--- config.mk ---
export PLATFORM = sky130hd
export DESIGN_NAME = pot_cmd_slave
export DESIGN_NICKNAME = d
export VERILOG_FILES = /design/src/rtl/pot_pkg.sv /design/src/rtl/pot_line_sync.sv /design/src/rtl/pot_instr_decode.sv /design/src/rtl/pot_frame_ctrl.sv /design/src/rtl/pot_cmd_slave.sv
export SDC_FILE = /design/constraint.sdc
export NUM_CORES = 1
export LEC_CHECK = 0
export ABC_AREA = 0
export BUFFER_PORTS_ARGS = -buffer_cell sky130_fd_sc_hd__buf_2
export CAP_MARGIN = 10
export CORE_ASPECT_RATIO = 1.2
export CORE_MARGIN = 5
export CORE_UTILIZATION = 50
export DETAILED_ROUTE_END_ITERATION = 16
export GPL_TIMING_DRIVEN = 0
export PLACE_DENSITY = 0.7
export SLEW_MARGIN = 20
export SYNTH_ARGS = -nofsm -noshare
export SYNTH_HDL_FRONTEND = slang
export SYNTH_SLANG_ARGS = --single-unit
--- constraint.sdc ---
create_clock -name clk -period 3.4 [get_ports clk]
set_clock_uncertainty 0.05 [all_clocks]
set_input_delay 0.51 -clock clk [delete_from_list [all_inputs] [get_ports clk]]
set_output_delay 0.51 -clock clk [all_outputs]
set_load 0.005 [all_outputs]
--- src/rtl/pot_pkg.sv ---
`timescale 1ns/1ps
// Shared constants and types for the potentiometer command slave.
// Assumes the request codes below are the contract with the register bank.
package pot_pkg;
    localparam int BYTE_W = 8;
    localparam int CMD_W  = 4;

    localparam logic [CMD_W-1:0] CMD_NONE     = 4'd0;
    localparam logic [CMD_W-1:0] CMD_RD_WCR   = 4'd1;
    localparam logic [CMD_W-1:0] CMD_WR_WCR   = 4'd2;
    localparam logic [CMD_W-1:0] CMD_RD_DR    = 4'd3;
    localparam logic [CMD_W-1:0] CMD_WR_DR    = 4'd4;
    localparam logic [CMD_W-1:0] CMD_DR2WCR   = 4'd5;
    localparam logic [CMD_W-1:0] CMD_WCR2DR   = 4'd6;
    localparam logic [CMD_W-1:0] CMD_G_DR2WCR = 4'd7;
    localparam logic [CMD_W-1:0] CMD_G_WCR2DR = 4'd8;
    localparam logic [CMD_W-1:0] CMD_STEP_UP  = 4'd9;
    localparam logic [CMD_W-1:0] CMD_STEP_DN  = 4'd10;

    typedef enum logic [2:0] {K_BAD, K_READ, K_WRITE, K_XFER, K_STEP} kind_e;

    typedef enum logic [2:0] {
        PH_IDLE, PH_ADDR, PH_INSTR, PH_WDATA, PH_RDATA, PH_STEP, PH_HOLD
    } phase_e;
endpackage

--- src/rtl/pot_line_sync.sv ---
`timescale 1ns/1ps
// Synchronizes the two bus lines and detects clock edges and START/STOP.
// Assumes STAGES >= 2; lines reset to the idle-high level.
module pot_line_sync #(
    parameter int STAGES = 2
) (
    input  logic clk,
    input  logic rst_n,
    input  logic scl_in,
    input  logic sda_in,
    output logic sda_s,
    output logic scl_rise,
    output logic scl_fall,
    output logic start_ev,
    output logic stop_ev
);
    logic [STAGES-1:0] scl_chain;
    logic [STAGES-1:0] sda_chain;
    logic              scl_q;
    logic              sda_q;
    logic              scl_s;

    genvar g;
    generate
        for (g = 0; g < STAGES; g++) begin : g_stage
            if (g == 0) begin : g_first
                // First flop of each synchronizer chain.
                always_ff @(posedge clk) begin
                    if (!rst_n) begin
                        scl_chain[0] <= 1'b1;
                        sda_chain[0] <= 1'b1;
                    end else begin
                        scl_chain[0] <= scl_in;
                        sda_chain[0] <= sda_in;
                    end
                end
            end else begin : g_next
                // Further flops of each synchronizer chain.
                always_ff @(posedge clk) begin
                    if (!rst_n) begin
                        scl_chain[g] <= 1'b1;
                        sda_chain[g] <= 1'b1;
                    end else begin
                        scl_chain[g] <= scl_chain[g-1];
                        sda_chain[g] <= sda_chain[g-1];
                    end
                end
            end
        end
    endgenerate

    assign scl_s = scl_chain[STAGES-1];
    assign sda_s = sda_chain[STAGES-1];

    // Previous synchronized values for edge detection.
    always_ff @(posedge clk) begin
        if (!rst_n) begin
            scl_q <= 1'b1;
            sda_q <= 1'b1;
        end else begin
            scl_q <= scl_s;
            sda_q <= sda_s;
        end
    end

    assign scl_rise = scl_s & ~scl_q;
    assign scl_fall = ~scl_s & scl_q;
    assign start_ev = scl_s & scl_q & sda_q & ~sda_s;
    assign stop_ev  = scl_s & scl_q & ~sda_q & sda_s;
endmodule

--- src/rtl/pot_instr_decode.sv ---
`timescale 1ns/1ps
// Maps the 4-bit opcode to a frame kind and a request code.
// Purely combinational; unknown opcodes report K_BAD.
module pot_instr_decode
    import pot_pkg::*;
(
    input  logic [3:0]       op,
    output kind_e            kind,
    output logic [CMD_W-1:0] cmd
);
    // Opcode lookup.
    always_comb begin
        kind = K_BAD;
        cmd  = CMD_NONE;
        unique case (op)
            4'b1001: begin kind = K_READ;  cmd = CMD_RD_WCR;   end
            4'b1010: begin kind = K_WRITE; cmd = CMD_WR_WCR;   end
            4'b1011: begin kind = K_READ;  cmd = CMD_RD_DR;    end
            4'b1100: begin kind = K_WRITE; cmd = CMD_WR_DR;    end
            4'b1101: begin kind = K_XFER;  cmd = CMD_DR2WCR;   end
            4'b1110: begin kind = K_XFER;  cmd = CMD_WCR2DR;   end
            4'b0001: begin kind = K_XFER;  cmd = CMD_G_DR2WCR; end
            4'b1000: begin kind = K_XFER;  cmd = CMD_G_WCR2DR; end
            4'b0010: begin kind = K_STEP;  cmd = CMD_NONE;     end
            default: begin kind = K_BAD;   cmd = CMD_NONE;     end
        endcase
    end
endmodule

--- src/rtl/pot_frame_ctrl.sv ---
`timescale 1ns/1ps
// Frame sequencer: shifts bytes in, decides acknowledges, shifts read
// data out, runs the stepping mode and issues register requests.
// Assumes synchronized line events from pot_line_sync.
module pot_frame_ctrl
    import pot_pkg::*;
#(
    parameter logic [3:0] DEV_TYPE = 4'b0101
) (
    input  logic              clk,
    input  logic              rst_n,
    input  logic              sda_s,
    input  logic              scl_rise,
    input  logic              scl_fall,
    input  logic              start_ev,
    input  logic              stop_ev,
    input  logic [3:0]        addr_strap,
    input  logic              bank_busy,
    input  logic [BYTE_W-1:0] rd_data,
    output logic              sda_oe,
    output logic              req_valid,
    output logic [CMD_W-1:0]  req_cmd,
    output logic [1:0]        req_reg,
    output logic [1:0]        req_pot,
    output logic [BYTE_W-1:0] req_data
);
    localparam logic [3:0] LAST_BIT = 4'(BYTE_W);

    phase_e            phase, nxt_phase;
    logic [3:0]        bitcnt;
    logic [BYTE_W-1:0] shreg;
    logic [BYTE_W-1:0] instr_q;
    logic [BYTE_W-2:0] tx;
    logic              in_ack;
    logic              step_dir;
    logic              armed;

    logic [BYTE_W-1:0] dec_in;
    kind_e             kind;
    logic [CMD_W-1:0]  dec_cmd;

    logic              byte_ack;
    phase_e            ack_next;
    logic              issue;
    logic [1:0]        iss_reg;
    logic [1:0]        iss_pot;
    logic [BYTE_W-1:0] iss_data;

    assign dec_in = (phase == PH_INSTR) ? shreg : instr_q;

    pot_instr_decode u_dec (
        .op   (dec_in[7:4]),
        .kind (kind),
        .cmd  (dec_cmd)
    );

    // Byte-end decision: acknowledge, next phase and request contents.
    always_comb begin
        byte_ack = 1'b0;
        ack_next = PH_HOLD;
        issue    = 1'b0;
        iss_reg  = instr_q[3:2];
        iss_pot  = instr_q[1:0];
        iss_data = '0;
        case (phase)
            PH_ADDR: begin
                byte_ack = (shreg[7:4] == DEV_TYPE) && (shreg[3:0] == addr_strap)
                           && !bank_busy;
                ack_next = PH_INSTR;
            end
            PH_INSTR: begin
                byte_ack = (kind != K_BAD);
                iss_reg  = shreg[3:2];
                iss_pot  = shreg[1:0];
                issue    = (kind == K_READ) || (kind == K_XFER);
                case (kind)
                    K_WRITE: ack_next = PH_WDATA;
                    K_READ:  ack_next = PH_RDATA;
                    K_STEP:  ack_next = PH_STEP;
                    default: ack_next = PH_HOLD;
                endcase
            end
            PH_WDATA: begin
                byte_ack = 1'b1;
                ack_next = PH_HOLD;
                issue    = 1'b1;
                iss_data = shreg;
            end
            default: ;
        endcase
    end

    // Main sequencer with START/STOP taking priority over everything.
    always_ff @(posedge clk) begin
        if (!rst_n) begin
            phase     <= PH_IDLE;
            nxt_phase <= PH_IDLE;
            bitcnt    <= '0;
            shreg     <= '0;
            instr_q   <= '0;
            tx        <= '0;
            in_ack    <= 1'b0;
            step_dir  <= 1'b0;
            armed     <= 1'b0;
            sda_oe    <= 1'b0;
            req_valid <= 1'b0;
            req_cmd   <= CMD_NONE;
            req_reg   <= '0;
            req_pot   <= '0;
            req_data  <= '0;
        end else begin
            req_valid <= 1'b0;
            if (start_ev || stop_ev) begin
                phase  <= start_ev ? PH_ADDR : PH_IDLE;
                bitcnt <= '0;
                in_ack <= 1'b0;
                armed  <= 1'b0;
                sda_oe <= 1'b0;
            end else begin
                case (phase)
                    PH_ADDR, PH_INSTR, PH_WDATA: begin
                        if (in_ack) begin
                            if (scl_fall) begin
                                in_ack <= 1'b0;
                                bitcnt <= '0;
                                phase  <= nxt_phase;
                                if (nxt_phase == PH_RDATA) begin
                                    tx     <= rd_data[BYTE_W-2:0];
                                    sda_oe <= ~rd_data[BYTE_W-1];
                                end else begin
                                    sda_oe <= 1'b0;
                                end
                            end
                        end else if (scl_rise && bitcnt < LAST_BIT) begin
                            shreg  <= {shreg[BYTE_W-2:0], sda_s};
                            bitcnt <= bitcnt + 4'd1;
                        end else if (scl_fall && bitcnt == LAST_BIT) begin
                            if (phase == PH_INSTR) begin
                                instr_q <= shreg;
                            end
                            if (byte_ack) begin
                                in_ack    <= 1'b1;
                                sda_oe    <= 1'b1;
                                nxt_phase <= ack_next;
                                if (issue) begin
                                    req_valid <= 1'b1;
                                    req_cmd   <= dec_cmd;
                                    req_reg   <= iss_reg;
                                    req_pot   <= iss_pot;
                                    req_data  <= iss_data;
                                end
                            end else begin
                                phase <= PH_HOLD;
                            end
                        end
                    end
                    PH_RDATA: begin
                        if (scl_rise && bitcnt < LAST_BIT) begin
                            bitcnt <= bitcnt + 4'd1;
                        end else if (scl_fall && bitcnt != 4'd0) begin
                            if (bitcnt == LAST_BIT) begin
                                sda_oe <= 1'b0;
                                phase  <= PH_HOLD;
                            end else begin
                                sda_oe <= ~tx[BYTE_W-2];
                                tx     <= {tx[BYTE_W-3:0], 1'b0};
                            end
                        end
                    end
                    PH_STEP: begin
                        if (scl_rise) begin
                            step_dir <= sda_s;
                            armed    <= 1'b1;
                        end else if (scl_fall && armed) begin
                            armed     <= 1'b0;
                            req_valid <= 1'b1;
                            req_cmd   <= step_dir ? CMD_STEP_UP : CMD_STEP_DN;
                            req_reg   <= instr_q[3:2];
                            req_pot   <= instr_q[1:0];
                            req_data  <= '0;
                        end
                    end
                    default: ;
                endcase
            end
        end
    end
endmodule

--- src/rtl/pot_cmd_slave.sv ---
`timescale 1ns/1ps
// Top of the two-wire potentiometer command slave: line synchronizer
// plus frame sequencer. Assumes an external register bank consumes the
// one-cycle requests and presents rd_data before the read byte starts.
module pot_cmd_slave
    import pot_pkg::*;
#(
    parameter logic [3:0] DEV_TYPE    = 4'b0101,
    parameter int         SYNC_STAGES = 2
) (
    input  logic        clk,
    input  logic        rst_n,
    input  logic        scl_in,
    input  logic        sda_in,
    input  logic [3:0]  addr_strap,
    input  logic        bank_busy,
    input  logic [7:0]  rd_data,
    output logic        sda_oe,
    output logic        req_valid,
    output logic [3:0]  req_cmd,
    output logic [1:0]  req_reg,
    output logic [1:0]  req_pot,
    output logic [7:0]  req_data
);
    logic sda_s;
    logic scl_rise;
    logic scl_fall;
    logic start_ev;
    logic stop_ev;

    pot_line_sync #(.STAGES(SYNC_STAGES)) u_sync (
        .clk      (clk),
        .rst_n    (rst_n),
        .scl_in   (scl_in),
        .sda_in   (sda_in),
        .sda_s    (sda_s),
        .scl_rise (scl_rise),
        .scl_fall (scl_fall),
        .start_ev (start_ev),
        .stop_ev  (stop_ev)
    );

    pot_frame_ctrl #(.DEV_TYPE(DEV_TYPE)) u_ctrl (
        .clk        (clk),
        .rst_n      (rst_n),
        .sda_s      (sda_s),
        .scl_rise   (scl_rise),
        .scl_fall   (scl_fall),
        .start_ev   (start_ev),
        .stop_ev    (stop_ev),
        .addr_strap (addr_strap),
        .bank_busy  (bank_busy),
        .rd_data    (rd_data),
        .sda_oe     (sda_oe),
        .req_valid  (req_valid),
        .req_cmd    (req_cmd),
        .req_reg    (req_reg),
        .req_pot    (req_pot),
        .req_data   (req_data)
    );
endmodule

==> key figures <==
STA
  – Tcrit/Tclk final: 95.1%
  – Final Setup Violations: 0
  – Fin crit period: 3.23 ns
  – RSZ-0062 raised after global routing: false
  – Count of final max-slew check failures: 0
  – Achievable Freq: 309 MHz
  – Fin worst setup slack: 0.167 ns
  – Slew headroom: 38.4%
  – Worst slew pin tran: 0.919 ns
  – Final Hold Viols: 0

Die
  – Die area: 8280 µm²
  – Die width: 83.9 µm
  – Core ar.: 6410 µm²
  – Initial core utilization: 51.2%
  – I/O Pins: 35
  – Die Y: 98.7 µm
  – Rows: 32

Setup path
  – Critical path class: reg -> reg
  – CP endpoint kind: flip-flop
  – Critical path, cell by cell: buf_6 > or3b_1 > buf_6 > buf_12 > mux2i_4 > inv_1 > ha_4 > inv_1 > mux2i_1 > a2111oi_2 > a211oi_2 > buf_4 > o21ai_0 > a31oi_1
  – Slowest CP cell: a2111oi_2
  – Worst EP required: 3.55 ns
  – Critical Path Max Stage Delay: 0.45 ns
  – Worst-path fanout max: 10
  – Data arrival time of the worst path: 3.39 ns
  – Worst setup SP type: flip-flop

Detailed routing
  – Number of DRC markers in iteration 0: 208
  – Number of remaining DRC errors: 0
  – Vias per cell: 5.53
  – DRT antenna net count: 0
  – Total Wirelength: 8020 µm
  – Vias: 2890
  – Routed length per placed instance: 15.3 µm
  – DR pass1 iterations: 6

Layout
  – Area grow syn2layout: 16.7%
  – Nets: 456
  – Share of post-route cells with drive strength above 1: 20.5%
  – N_diodes: 0
  – Post-Layout Inst Area: 3820 µm²
  – Registers with the most flip-flops: u_ctrl.instr_q x8, u_ctrl.req_data x8, u_ctrl.shreg x8
  – Most common cell after layout, fill and taps aside: nand2_1
  – Most frequent cells in the layout: 68 x nand2_1, 60 x dfxtp_1, 46 x nor2_1
  – Post-Route Utilization: 59.7%

Yosys
  – Number of synthesized flops with an enable pin: 0
  – Synthesized cell area: 3280 µm²
  – Primary FF master, synth: dfxtp_1
  – Number of synthesis warnings: 0
  – FF+latch count, synth: 60
  – Syn Area/Cell: 8.56 µm²
  – Async set-reset flop share out of synthesis: 0%
  – Synthesized Nets: 406
  – Seq/Total Area, Yosys: 36.7%
  – Synth cell types: 70
  – Post-synthesis instance total: 383

Power and ir drop
  – Sw Share: 26.2%
  – Pleak: 1.66 nW
  – Internal: 1.10 mW
  – Power Density: 389 nW/µm²
  – Worst vdd ir: 294 µV
  – P_sw: 0.390 mW
  – Clock Power Share: 43.2%
  – Sequential fraction of design power: 47.8%
  – Final Power: 1.49 mW
  – Combinational share of power: 9.0%

Clock tree
  – Bufs on Longest Clock Path: 2
  – CTS Hold Buffers Added: 0
  – Reg clk slew, reported paths: 0.08 ns
  – Clock sink count: 60
  – H-tree depth: 3
  – CTS tree: done
  – Root Buffer Master: clkbuf_8
  – Clk_lat worst skew: 0.35 ns
  – Num CTS Buffers: 9

GRT
  – First-pass GRT wire length: 13100 µm
  – Initial antenna violation count: 0
  – Overall Global Routing Usage: 19.7%
  – Vias in the first global route: 2731
  – Largest net degree at the start of global routing: 12
  – Gr ovfl total: 0

Place
  – IO Port Bufs: 34
  – Worst slack at placement: -0.0861 ns
  – Area post-placement: 3550 µm²
  – Placer Congestion: 0.906
  – DPL Wire Length: 5680 µm

Status
  – Status: complete, no violations

Hold path
  – Hold WC Path Type: in -> reg

Job
  – Max_cap viols: 0
[synth_stat cells, drive strengths merged (8+ instances only)]
library cell	instances	area share, %
nand2	68	7.8
buf	14	4.0
a21oi	12	1.9
nand2b	8	1.5
nand3	17	2.7
clkbuf	10	1.2
inv	12	1.4
dfxtp	60	37
mux2i	34	11
o21ai	14	2.1
nor2	46	5.3
a211oi	8	2.1
[stage by stage]
step	hold WS (ns)	setup TNS, ns	instances
2_1_floorplan	0.336	0	383
3_3_place_gp	0.340	0	502
3_5_place_dp	0.342	-0.377	502
4_1_cts	0.276	0	518
5_1_grt	0.287	0	523
6_report	0.281	0	523
[power by group through the flow]
stage	Sequential, mW	Combinational, mW	Clock, mW
3_5_place_dp	0.728	0.128	0
3_3_place_gp	0.728	0.127	0
5_1_grt	0.712	0.147	0.687
4_1_cts	0.712	0.130	0.652
2_1_floorplan	0.727	0.0934	0
6_report	0.712	0.134	0.643
[repair_timing]
item	CTS	global route
gates cloned	0	1
hold endpoints to repair	0	0
resized for setup	3	4
buffers inserted	0	4
pin swaps	1	1
endpoints found under the setup margin	18	24
[area by class of cell]
cell class                 count  area, µm²
fill                         615       2580
multi-input combinational    287       1900
clock buffer                  10        128
timing repair buffer          39        205
clock inverter                 6       63.8
buffer                        24        170
inverter                      12       45.0
sequential                    60       1200
tap                           85        106
[worst paths after layout]
| kind | start | endpoint | slack (ns) | cells past startpoint |
|---|---|---|---|---|
| max | u_ctrl.phase[0]$_SDFFE_PN0P_ | u_ctrl.nxt_phase[1]$_SDFFE_PN0P_ | 0.17 | 14 |
| min | sda_in | u_sync.sda_chain[0]$_SDFF_PN1_ | 0.28 | 2 |
| max reg2reg | u_ctrl.phase[0]$_SDFFE_PN0P_ | u_ctrl.nxt_phase[1]$_SDFFE_PN0P_ | 0.17 | 14 |
| min reg2reg | u_sync.sda_chain[0]$_SDFF_PN1_ | u_sync.sda_s$_SDFF_PN1_ | 0.36 | 1 |
[routing by layer]
| metal | track usage (%) | part of all wire [%] | vias up |
|---|---|---|---|
| li1 | - | - | 1440 |
| met1 | 23.4 | 43 | 1351 |
| met2 | 34.5 | 49 | 78 |
| met3 | 3.34 | 4.5 | 21 |
| met4 | 9.16 | 2.8 | 0 |
| met5 | 0 | 0 | - |
[cell families after synthesis]
| kind of cell | share of synthesized area [%] |
|---|---|
| flip-flops | 36.7 |
| multiplexers | 11.1 |
| AO/OA/AOI/OAI | 16.6 |
| adder cells (fa/ha/maj) | 2.29 |
| XOR/XNOR | 2.14 |
| buffers and inverters | 6.57 |
| AND/OR/NAND/NOR | 24.6 |
[worst max-delay path: cells and delay by family (launching register included)]
family,cells,cell delay [ns]
muxes,2,0.33
adders and majority gates,1,0.19
DFF,1,0.32
and+or+nand+nor,1,0.38
buffers and inverters,6,0.94
AOI/OAI and AO/OA,4,0.88
Note: power is estimated with default switching activity, not from simulation.
